[src/rtl/irq_seq_pkg.sv]
package irq_seq_pkg;

  typedef enum logic [3:0] {
    S_IDLE,
    S_PUSH_F,
    S_PUSH_CS,
    S_PUSH_IP,
    S_INTA,
    S_VEC_LO,
    S_VEC_HI,
    S_POP_IP,
    S_POP_CS,
    S_POP_F
  } seq_state_e;

  function automatic logic is_push(input seq_state_e s);
    return (s == S_PUSH_F) || (s == S_PUSH_CS) || (s == S_PUSH_IP);
  endfunction

  function automatic logic is_pop(input seq_state_e s);
    return (s == S_POP_IP) || (s == S_POP_CS) || (s == S_POP_F);
  endfunction

  function automatic logic is_vec(input seq_state_e s);
    return (s == S_VEC_LO) || (s == S_VEC_HI);
  endfunction

endpackage

[src/rtl/irq_phys_addr.sv]
module irq_phys_addr #(
  parameter int ADDR_W    = 20,
  parameter int OFF_W     = 16,
  parameter int SEG_SHIFT = 4
) (
  input  logic [OFF_W-1:0]  seg,
  input  logic [OFF_W-1:0]  off,
  output logic [ADDR_W-1:0] phys
);
  logic [ADDR_W-1:0] seg_base;

  always_comb begin
    seg_base = ADDR_W'(seg) << SEG_SHIFT;
    phys     = seg_base + ADDR_W'(off);
  end
endmodule

[src/rtl/irq_vec_addr.sv]
module irq_vec_addr #(
  parameter int ADDR_W     = 20,
  parameter int VEC_W      = 8,
  parameter int WORD_BYTES = 2
) (
  input  logic [VEC_W-1:0]  vec,
  input  logic              hi_word,
  output logic [ADDR_W-1:0] addr
);
  localparam int ENTRY_SHIFT = $clog2(2 * WORD_BYTES);

  always_comb begin
    addr = (ADDR_W'(vec) << ENTRY_SHIFT)
         + (hi_word ? ADDR_W'(WORD_BYTES) : '0);
  end
endmodule

[src/rtl/irq_flags_mask.sv]
module irq_flags_mask #(
  parameter int W      = 16,
  parameter int IF_BIT = 9,
  parameter int TF_BIT = 8
) (
  input  logic [W-1:0] flags_i,
  output logic [W-1:0] flags_o
);
  localparam logic [W-1:0] CLR_MASK = (W'(1) << IF_BIT) | (W'(1) << TF_BIT);

  assign flags_o = flags_i & ~CLR_MASK;
endmodule

[src/rtl/irq_entry_seq.sv]
module irq_entry_seq
  import irq_seq_pkg::*;
#(
  parameter int DATA_W    = 16,
  parameter int ADDR_W    = 20,
  parameter int VEC_W     = 8,
  parameter int SEG_SHIFT = 4,
  parameter int IF_BIT    = 9,
  parameter int TF_BIT    = 8
) (
  input  logic              clk,
  input  logic              rst,
  input  logic              instr_done,
  input  logic              intr,
  input  logic              ret_req,
  input  logic [DATA_W-1:0] flags_in,
  input  logic [DATA_W-1:0] cs_in,
  input  logic [DATA_W-1:0] ip_in,
  input  logic [DATA_W-1:0] ss_in,
  input  logic [DATA_W-1:0] sp_in,
  output logic              mem_req,
  output logic              mem_we,
  output logic [ADDR_W-1:0] mem_addr,
  output logic [DATA_W-1:0] mem_wdata,
  input  logic [DATA_W-1:0] mem_rdata,
  input  logic              mem_ack,
  output logic              inta_req,
  input  logic              inta_ack,
  input  logic [VEC_W-1:0]  inta_vec,
  output logic              busy,
  output logic              done,
  output logic [DATA_W-1:0] cs_out,
  output logic [DATA_W-1:0] ip_out,
  output logic [DATA_W-1:0] flags_out,
  output logic [DATA_W-1:0] sp_out
);
  localparam int                WORD_BYTES = DATA_W / 8;
  localparam logic [DATA_W-1:0] STEP       = DATA_W'(WORD_BYTES);

  seq_state_e        st_q;
  logic [DATA_W-1:0] cs_q, ip_q, fl_q, ss_q, sp_q;
  logic [DATA_W-1:0] tgt_ip_q, tgt_cs_q;
  logic [VEC_W-1:0]  vec_q;

  logic              take_irq;
  logic [DATA_W-1:0] stk_off;
  logic [ADDR_W-1:0] stk_addr, vec_addr;
  logic [DATA_W-1:0] fl_cleared;
  logic              xfer;

  assign take_irq = instr_done && intr && flags_in[IF_BIT];
  assign stk_off  = is_push(st_q) ? (sp_q - STEP) : sp_q;

  irq_phys_addr #(
    .ADDR_W   (ADDR_W),
    .OFF_W    (DATA_W),
    .SEG_SHIFT(SEG_SHIFT)
  ) u_stk_addr (
    .seg (ss_q),
    .off (stk_off),
    .phys(stk_addr)
  );

  irq_vec_addr #(
    .ADDR_W    (ADDR_W),
    .VEC_W     (VEC_W),
    .WORD_BYTES(WORD_BYTES)
  ) u_vec_addr (
    .vec    (vec_q),
    .hi_word(st_q == S_VEC_HI),
    .addr   (vec_addr)
  );

  irq_flags_mask #(
    .W     (DATA_W),
    .IF_BIT(IF_BIT),
    .TF_BIT(TF_BIT)
  ) u_fl_mask (
    .flags_i(fl_q),
    .flags_o(fl_cleared)
  );

  // Memory port decoded from registered state only
  always_comb begin
    mem_req   = is_push(st_q) || is_pop(st_q) || is_vec(st_q);
    mem_we    = is_push(st_q);
    mem_addr  = is_vec(st_q) ? vec_addr : stk_addr;
    unique case (st_q)
      S_PUSH_F:  mem_wdata = fl_q;
      S_PUSH_CS: mem_wdata = cs_q;
      S_PUSH_IP: mem_wdata = ip_q;
      default:   mem_wdata = '0;
    endcase
  end

  assign inta_req = (st_q == S_INTA);
  assign xfer     = mem_req && mem_ack;

  always_ff @(posedge clk) begin
    if (rst) begin
      st_q      <= S_IDLE;
      busy      <= 1'b0;
      done      <= 1'b0;
      cs_q      <= '0;
      ip_q      <= '0;
      fl_q      <= '0;
      ss_q      <= '0;
      sp_q      <= '0;
      tgt_ip_q  <= '0;
      tgt_cs_q  <= '0;
      vec_q     <= '0;
      cs_out    <= '0;
      ip_out    <= '0;
      flags_out <= '0;
      sp_out    <= '0;
    end else begin
      done <= 1'b0;
      case (st_q)
        S_IDLE: begin
          if (ret_req) begin
            ss_q <= ss_in;
            sp_q <= sp_in;
            busy <= 1'b1;
            st_q <= S_POP_IP;
          end else if (take_irq) begin
            fl_q <= flags_in;
            cs_q <= cs_in;
            ip_q <= ip_in;
            ss_q <= ss_in;
            sp_q <= sp_in;
            busy <= 1'b1;
            st_q <= S_PUSH_F;
          end
        end
        S_PUSH_F: if (xfer) begin
          sp_q <= sp_q - STEP;
          st_q <= S_PUSH_CS;
        end
        S_PUSH_CS: if (xfer) begin
          sp_q <= sp_q - STEP;
          st_q <= S_PUSH_IP;
        end
        S_PUSH_IP: if (xfer) begin
          sp_q <= sp_q - STEP;
          st_q <= S_INTA;
        end
        S_INTA: if (inta_ack) begin
          vec_q <= inta_vec;
          st_q  <= S_VEC_LO;
        end
        S_VEC_LO: if (xfer) begin
          tgt_ip_q <= mem_rdata;
          st_q     <= S_VEC_HI;
        end
        S_VEC_HI: if (xfer) begin
          ip_out    <= tgt_ip_q;
          cs_out    <= mem_rdata;
          flags_out <= fl_cleared;
          sp_out    <= sp_q;
          busy      <= 1'b0;
          done      <= 1'b1;
          st_q      <= S_IDLE;
        end
        S_POP_IP: if (xfer) begin
          tgt_ip_q <= mem_rdata;
          sp_q     <= sp_q + STEP;
          st_q     <= S_POP_CS;
        end
        S_POP_CS: if (xfer) begin
          tgt_cs_q <= mem_rdata;
          sp_q     <= sp_q + STEP;
          st_q     <= S_POP_F;
        end
        S_POP_F: if (xfer) begin
          ip_out    <= tgt_ip_q;
          cs_out    <= tgt_cs_q;
          flags_out <= mem_rdata;
          sp_out    <= sp_q + STEP;
          busy      <= 1'b0;
          done      <= 1'b1;
          st_q      <= S_IDLE;
        end
        default: begin
          busy <= 1'b0;
          st_q <= S_IDLE;
        end
      endcase
    end
  end

endmodule

[config.mk]
export PLATFORM = sky130hd
export DESIGN_NAME = irq_entry_seq
export DESIGN_NICKNAME = d
export VERILOG_FILES = /design/src/rtl/irq_seq_pkg.sv /design/src/rtl/irq_phys_addr.sv /design/src/rtl/irq_vec_addr.sv /design/src/rtl/irq_flags_mask.sv /design/src/rtl/irq_entry_seq.sv
export SDC_FILE = /design/constraint.sdc
export NUM_CORES = 1
export LEC_CHECK = 0
export ABC_AREA = 0
export CAP_MARGIN = 20
export CORE_UTILIZATION = 25
export DETAILED_ROUTE_END_ITERATION = 10
export GPL_ROUTABILITY_DRIVEN = 0
export SYNTH_ARGS = -nofsm -noshare
export SYNTH_HDL_FRONTEND = slang
export SYNTH_SLANG_ARGS = --single-unit
[constraint.sdc]
create_clock -name clk -period 12.71 [get_ports clk]
set_input_delay 3.813 -clock clk [delete_from_list [all_inputs] [get_ports clk]]
set_output_delay 3.813 -clock clk [all_outputs]
set_load 0.02 [all_outputs]
# After elaboration in Yosys (flattened, before gate mapping)
# Cells that the tools add are included.
totals:
  ff_bits: 190
  in_bits: 111
classes:
  n_addsub: 4
  eq_ne: 22
  n_bitwise: 3
  n_reduce_logical: 30
  n_mux: 34
ops:
  columns: ["cell", "count"]
  rows:
  - ["16-bit two-way mux", 11]
  - ["16-bit one-hot mux with 2 select lines", 3]
  - ["16-bit one-hot mux with 3 select lines", 2]
  - ["4-bit two-way mux", 10]
  - ["4-bit one-hot mux with 9 select lines", 1]
  - ["20-bit by 16-bit adder with 20-bit output", 1]
  - ["20-bit two-way mux", 1]
  - ["16-bit by 2-bit adder with 16-bit output, second input constant", 1]
  - ["4-bit by 3-bit equality test with 1-bit output, second input constant", 4]
  - ["2-bit != test, second input constant", 8]
  - ["16-bit by 2-bit subtractor with 16-bit output, second input constant", 1]
  - ["10-bit by 2-bit adder with 11-bit output", 1]
  - ["2-bit AND reduction", 5]
  - ["3-bit AND reduction", 3]
  - ["9-bit AND reduction", 1]
  - ["4-bit by 2-bit equality test with 1-bit output, second input constant", 2]
  - ["4-bit equality test, second input constant", 2]
  - ["2-bit by 1-bit != test with 1-bit output, second input constant", 4]
  - ["2-bit OR reduction", 4]
  - ["1-bit logical OR", 7]
  - ["7-bit OR reduction", 1]
  - ["4-bit by 1-bit equality test with 1-bit output, second input constant", 1]
  - ["4-bit zero test", 1]
  - ["1-bit two-way mux", 4]
  - ["other kinds (9)", 14]

# Logic depth before layout (Yosys ltp)
depth:
  ltp_word: 8
  mapped_depth: 16
  ltp_nobuf: 14

# Cells and area by module
# A second synthesis with hierarchy kept.
hier_totals:
  hier_cells: 1317
  hier_area_um2: 10199.8
by_module_without_submodules:
  columns: ["module", "area_each_um2", "instances", "seq_area_each_um2", "cells_each"]
  rows:
  - ["irq_entry_seq", 9153.8, 1, 3803.6, 1175]
  - ["irq_phys_addr", 768.2, 1, 0.0, 104]
  - ["irq_vec_addr", 153.9, 1, 0.0, 21]
  - ["irq_flags_mask", 123.9, 1, 0.0, 17]

# Worst setup path before layout
# Ideal clock, no wire load.
synth_timing:
  path_kind: "reg-to-output"
  start: "register st_q[2]"
  end: "output port mem_addr[16]"
  stages_incl_launch_ff: 17
  arrival_time_ps: 3489
  required_time_ps: 8897
  slack_ps: 5408
  path_cell_list: "dfxtp_1 -> or2_1 -> buf_2 -> or2_1 -> buf_2 -> inv_2 -> buf_4 -> nand3_1 -> xnor2_1 -> ha_1 -> fa_1 -> a21oi_1 -> o22ai_1 -> o211ai_1 -> a21boi_0 -> o21ai_0 -> nor3b_1"
synth_via:
  elab_chain_cells: 6
  word_cells_on_any_way: 11
  classes_between: "add/sub: 1; eq/ne: 5; mux: 2; reduce/logical: 3"
synth_lines:
  columns: ["item", "line_no", "rtl"]
  rows:
  - ["start, declared", "irq_entry_seq.sv:40", "seq_state_e st_q;"]
  - ["start signal, assigned", "irq_entry_seq.sv:101", "st_q <= S_IDLE;"]
  - ["start signal, assigned", "irq_entry_seq.sv:124", "st_q <= S_POP_IP;"]
  - ["start signal, assigned", "irq_entry_seq.sv:132", "st_q <= S_PUSH_F;"]
  - ["4-bit by 1-bit equality test with 1-bit output / 4-bit by 2-bit equality test with 1-bit output (equally long branches)", null, null]
  - ["1-bit logical OR", null, null]
  - ["1-bit logical OR (*)", null, null]
  - ["via mem_we", "irq_entry_seq.sv:22", "output logic mem_we,"]
  - ["16-bit two-way mux (*)", "irq_entry_seq.sv:52", "assign stk_off = is_push(st_q) ? (sp_q - STEP) : sp_q;"]
  - ["20-bit by 16-bit adder with 20-bit output (*)", "irq_phys_addr.sv:14", "phys = seg_base + ADDR_W'(off);"]
  - ["20-bit two-way mux (*)", "irq_entry_seq.sv:87", "mem_addr = is_vec(st_q) ? vec_addr : stk_addr;"]
  - ["end, declared", "irq_entry_seq.sv:23", "output logic [ADDR_W-1:0] mem_addr,"]
# Mark *: on every way through the listed nets, which the timed path passes. The rest lies on a longest branch.

# Final worst setup path
layout_timing:
  start: "register st_q[3]"
  end: "output port mem_addr[16]"
layout_via:
  elab_chain_cells: 6
  word_cells_on_any_way: 11
  classes_between: "add/sub: 1; eq/ne: 5; mux: 2; reduce/logical: 3"
layout_lines:
  columns: ["item", "line_no", "rtl"]
  rows:
  - ["4-bit by 1-bit equality test with 1-bit output / 4-bit by 2-bit equality test with 1-bit output (equally long branches)", "irq_seq_pkg.sv:17", "return (s == S_PUSH_F) || (s == S_PUSH_CS) || (s == S_PUSH_IP);"]
  - ["1-bit logical OR (2 in series)", "irq_seq_pkg.sv:17", null]
  - ["16-bit two-way mux", "irq_entry_seq.sv:52", null]
  - ["20-bit by 16-bit adder with 20-bit output", "irq_phys_addr.sv:14", null]
  - ["20-bit two-way mux (*)", "irq_entry_seq.sv:87", null]
# Mark *: on every way between the ends. The rest lies on a longest branch, timed or not.

==> results.json <==
{
  "path_buf_inv": 2,
  "synth_area_um2": 9470,
  "cp.required_ns": 8.90,
  "power_density_nw_per_um2": 210,
  "drtAntennaViolNets": 0,
  "synth_top_area_share_pct": 40.2,
  "synthToLayoutAreaGrowth_pct": 32.4,
  "cts_root_buf": "clkbuf_16",
  "async_reset_ff_share_pct": 0,
  "initial_core_util_pct": 25.6,
  "ys_types": 66,
  "pwr-share-seq_pct": 29.3,
  "slew_viol_final": 0,
  "ys.flop_type": "dfxtp_1",
  "antenna_found_initial": 1,
  "htree_levels": 4,
  "ir_drop_mv": 0.124,
  "fmax_mhz": 108,
  "sw_frac_of_total_pct": 43.9,
  "dieArea_um2": 38600,
  "io_buffers": 215,
  "power_frac_comb_pct": 49.1,
  "hp-class": "flip-flop to flip-flop",
  "worstPathCellList": "or2_1, or2_1, inv_2, nand3_1, xnor2_1, ha_1, fa_1, a21oi_1, o22ai_1, o211ai_1, a21boi_0, o21ai_0, nor3b_1, clkdlybuf4s50_1",
  "dp_cells": 1879,
  "p_int_mw": 1.48,
  "period_share_pct": 73.2,
  "overflow": 0,
  "core_um2": 37000,
  "rows": 70,
  "cap_violations": 0,
  "postCtsSetupRepairBufs": 0,
  "ys_ff_latch": 190,
  "synth_edf_count": 0,
  "arrival_ns": 5.49,
  "dpl_worst_slack_ns": 4.03,
  "drt_iter0_markers": 630,
  "viasPerCell": 4.87,
  "fin_skew_ns": 0.0162,
  "clkPwrFrac_pct": 21.7,
  "fin_util_pct": 33.9,
  "diodes": 0,
  "cp-end-kind": "output port",
  "synth_top_area_cell": "dfxtp_1",
  "layout_min_cycle_time_ns": 9.30,
  "ys_seq_area_share_pct": 40.2,
  "dpl.hpwl_mm": 22.8,
  "fin_cells": 1913,
  "crit_path_frequent_cell": "or2_1",
  "cts_tree": "yes",
  "worstSkewPairLatency_ns": 0.45,
  "post_cts_resized": 0,
  "die_w_um": 197,
  "cp-start-kind": "flip-flop",
  "slowest_stage": "or2_1",
  "routedWlPerCell_um": 17.0,
  "grt_max_degree": 108,
  "hold_viol": 0,
  "slew_headroom_pct": 31.1,
  "synth.area.top_cells": "dfxtp_1, nand2_1, a21oi_1",
  "syn_area_per_cell_um2": 7.54,
  "clk_pin_slew_ns": 0.09,
  "die_y_um": 197,
  "clkSinkCount": 190,
  "num_vias": 9320,
  "drcViolationCount": 0,
  "postSynthCellCount": 1256,
  "status": "finished clean",
  "final_nets": 1524,
  "routed_wl_mm": 32.5,
  "slowest_delay_ns": 0.71,
  "path_max_fanout": 19,
  "io_pins": 216,
  "critPathTopFamily": "simple AND/OR/NAND/NOR gates",
  "yosys_warnings": 0,
  "p_leak_nw": 4.14,
  "worst_slack_ns": 3.41,
  "rsz0062_at_grt": "no",
  "switchingPower_mw": 1.16,
  "drive_gt1_share_pct": 5.75,
  "clk_path_buf_depth": 2,
  "grt_pass1_wl_mm": 50.5,
  "grt_pass1_vias": 8980,
  "finalSetupTns_ns": 0,
  "postCtsHoldBufs": 0,
  "tightestPinTransition_ns": 1.03,
  "dr.pass1.iters": 6,
  "synth_fp_nets": 1384,
  "final-setup-viol-count": 0,
  "worstSetupPathType": "flip-flop to output port",
  "grt_usage_pct": 16.8,
  "hold_slack_ns": 0.451,
  "cts-buffers-inserted": 17
}
## cell families after synthesis
group	Yosys count	synth area share (%)
xor gates and xnor gates	45	4.16
muxes	17	2.01
adders and majority gates	17	2.33
buffers and inverters	121	5.50
AOI/OAI and AO/OA	318	21.0
and+or+nand+nor	548	24.8
DFF	190	40.2
## registers in the layout, indices dropped and copies added, names as in the netlist
name	cells
st_q	4
ip_q	16
sp_q	16
tgt_ip_q	16
fl_q	16
tgt_cs_q	16
ip_out	16
busy	1
vec_q	8
cs_out	16
cs_q	16
done	1
ss_q	16
sp_out	16
flags_out	16
## metal layers
| layer | track usage, % | part of all wire (%) | vias up |
|---|---|---|---|
| met5 | 0 | 0.040 | - |
| met4 | 4.62 | 1.4 | 2 |
| met3 | 5.42 | 8.1 | 28 |
| met2 | 28.1 | 48 | 300 |
| met1 | 20.6 | 43 | 4386 |
| li1 | - | - | 4604 |
## path summary, 6_finish.rpt
check / from / to / slack, ns / depth (start not counted)
min: tgt_ip_q[3] / ip_out[3] / 0.45 / 2
max reg2reg: st_q[3] / sp_q[5] / 9.52 / 7
min reg2reg: tgt_ip_q[3] / ip_out[3] / 0.45 / 2
max: st_q[3] / mem_addr[16] / 3.41 / 14
## synth_stat cells, types with 6 or more instances
master	instances
inv_1	13
ha_1	16
o221ai_1	7
o21ai_0	33
a211oi_1	12
nor3_1	16
a31oi_1	6
xnor2_1	29
nand2_1	351
nor2_1	98
nand4_1	8
xor2_1	16
a21oi_1	162
nand3_1	25
dfxtp_1	190
a22oi_1	20
a311oi_1	33
nor4_1	9
buf_2	29
clkbuf_1	68
o211ai_1	9
mux2_2	16
## layout make-up
| class | instances | area (um^2) |
|---|---|---|
| tap | 504 | 631 |
| multi-input combinational | 945 | 5160 |
| timing repair buffer | 228 | 2270 |
| inverter | 14 | 52.6 |
| clock buffer | 17 | 425 |
| fill | 3962 | 24400 |
| sequential | 190 | 3800 |
| clock inverter | 15 | 193 |
## metrics by stage
stage | total power [mW] | instance area [um^2]
floorplan | 1.63 | 9470
global placement | 2.06 | 11900
detailed placement | 2.07 | 11900
CTS | 2.65 | 12500
global route | 2.80 | 12500
finish | 2.63 | 12500
## worst register-to-register path, cell delays in order (launching register included)
cell and delay, ns:
dfxtp_1 0.69, or2_1 0.71, or2_1 0.62, inv_2 0.30, and2_1 0.26, a221o_1 0.27
a21oi_1 0.14, nor3_1 0.07
## power groups by stage
stage               combinational [mW]  sequential, mW  clock (mW)
floorplan                        0.908           0.727           0
finish                            1.29           0.770       0.570
CTS                               1.30           0.767       0.588
detailed placement                1.29           0.781           0
global route                      1.41           0.783       0.611
global placement                  1.29           0.778           0
## cell usage in the layout (no fill, tap or decap), types with 17 or more instances in the layout
cell / n
a21oi_1: 162
a22oi_1: 20
a311oi_1: 33
clkbuf_16: 17
clkdlybuf4s50_1: 214
dfxtp_1: 190
nand2_1: 351
nand3_1: 25
nor2_1: 98
o21ai_0: 32
xnor2_1: 29
No activity file was read; power rests on OpenSTA's default activity.
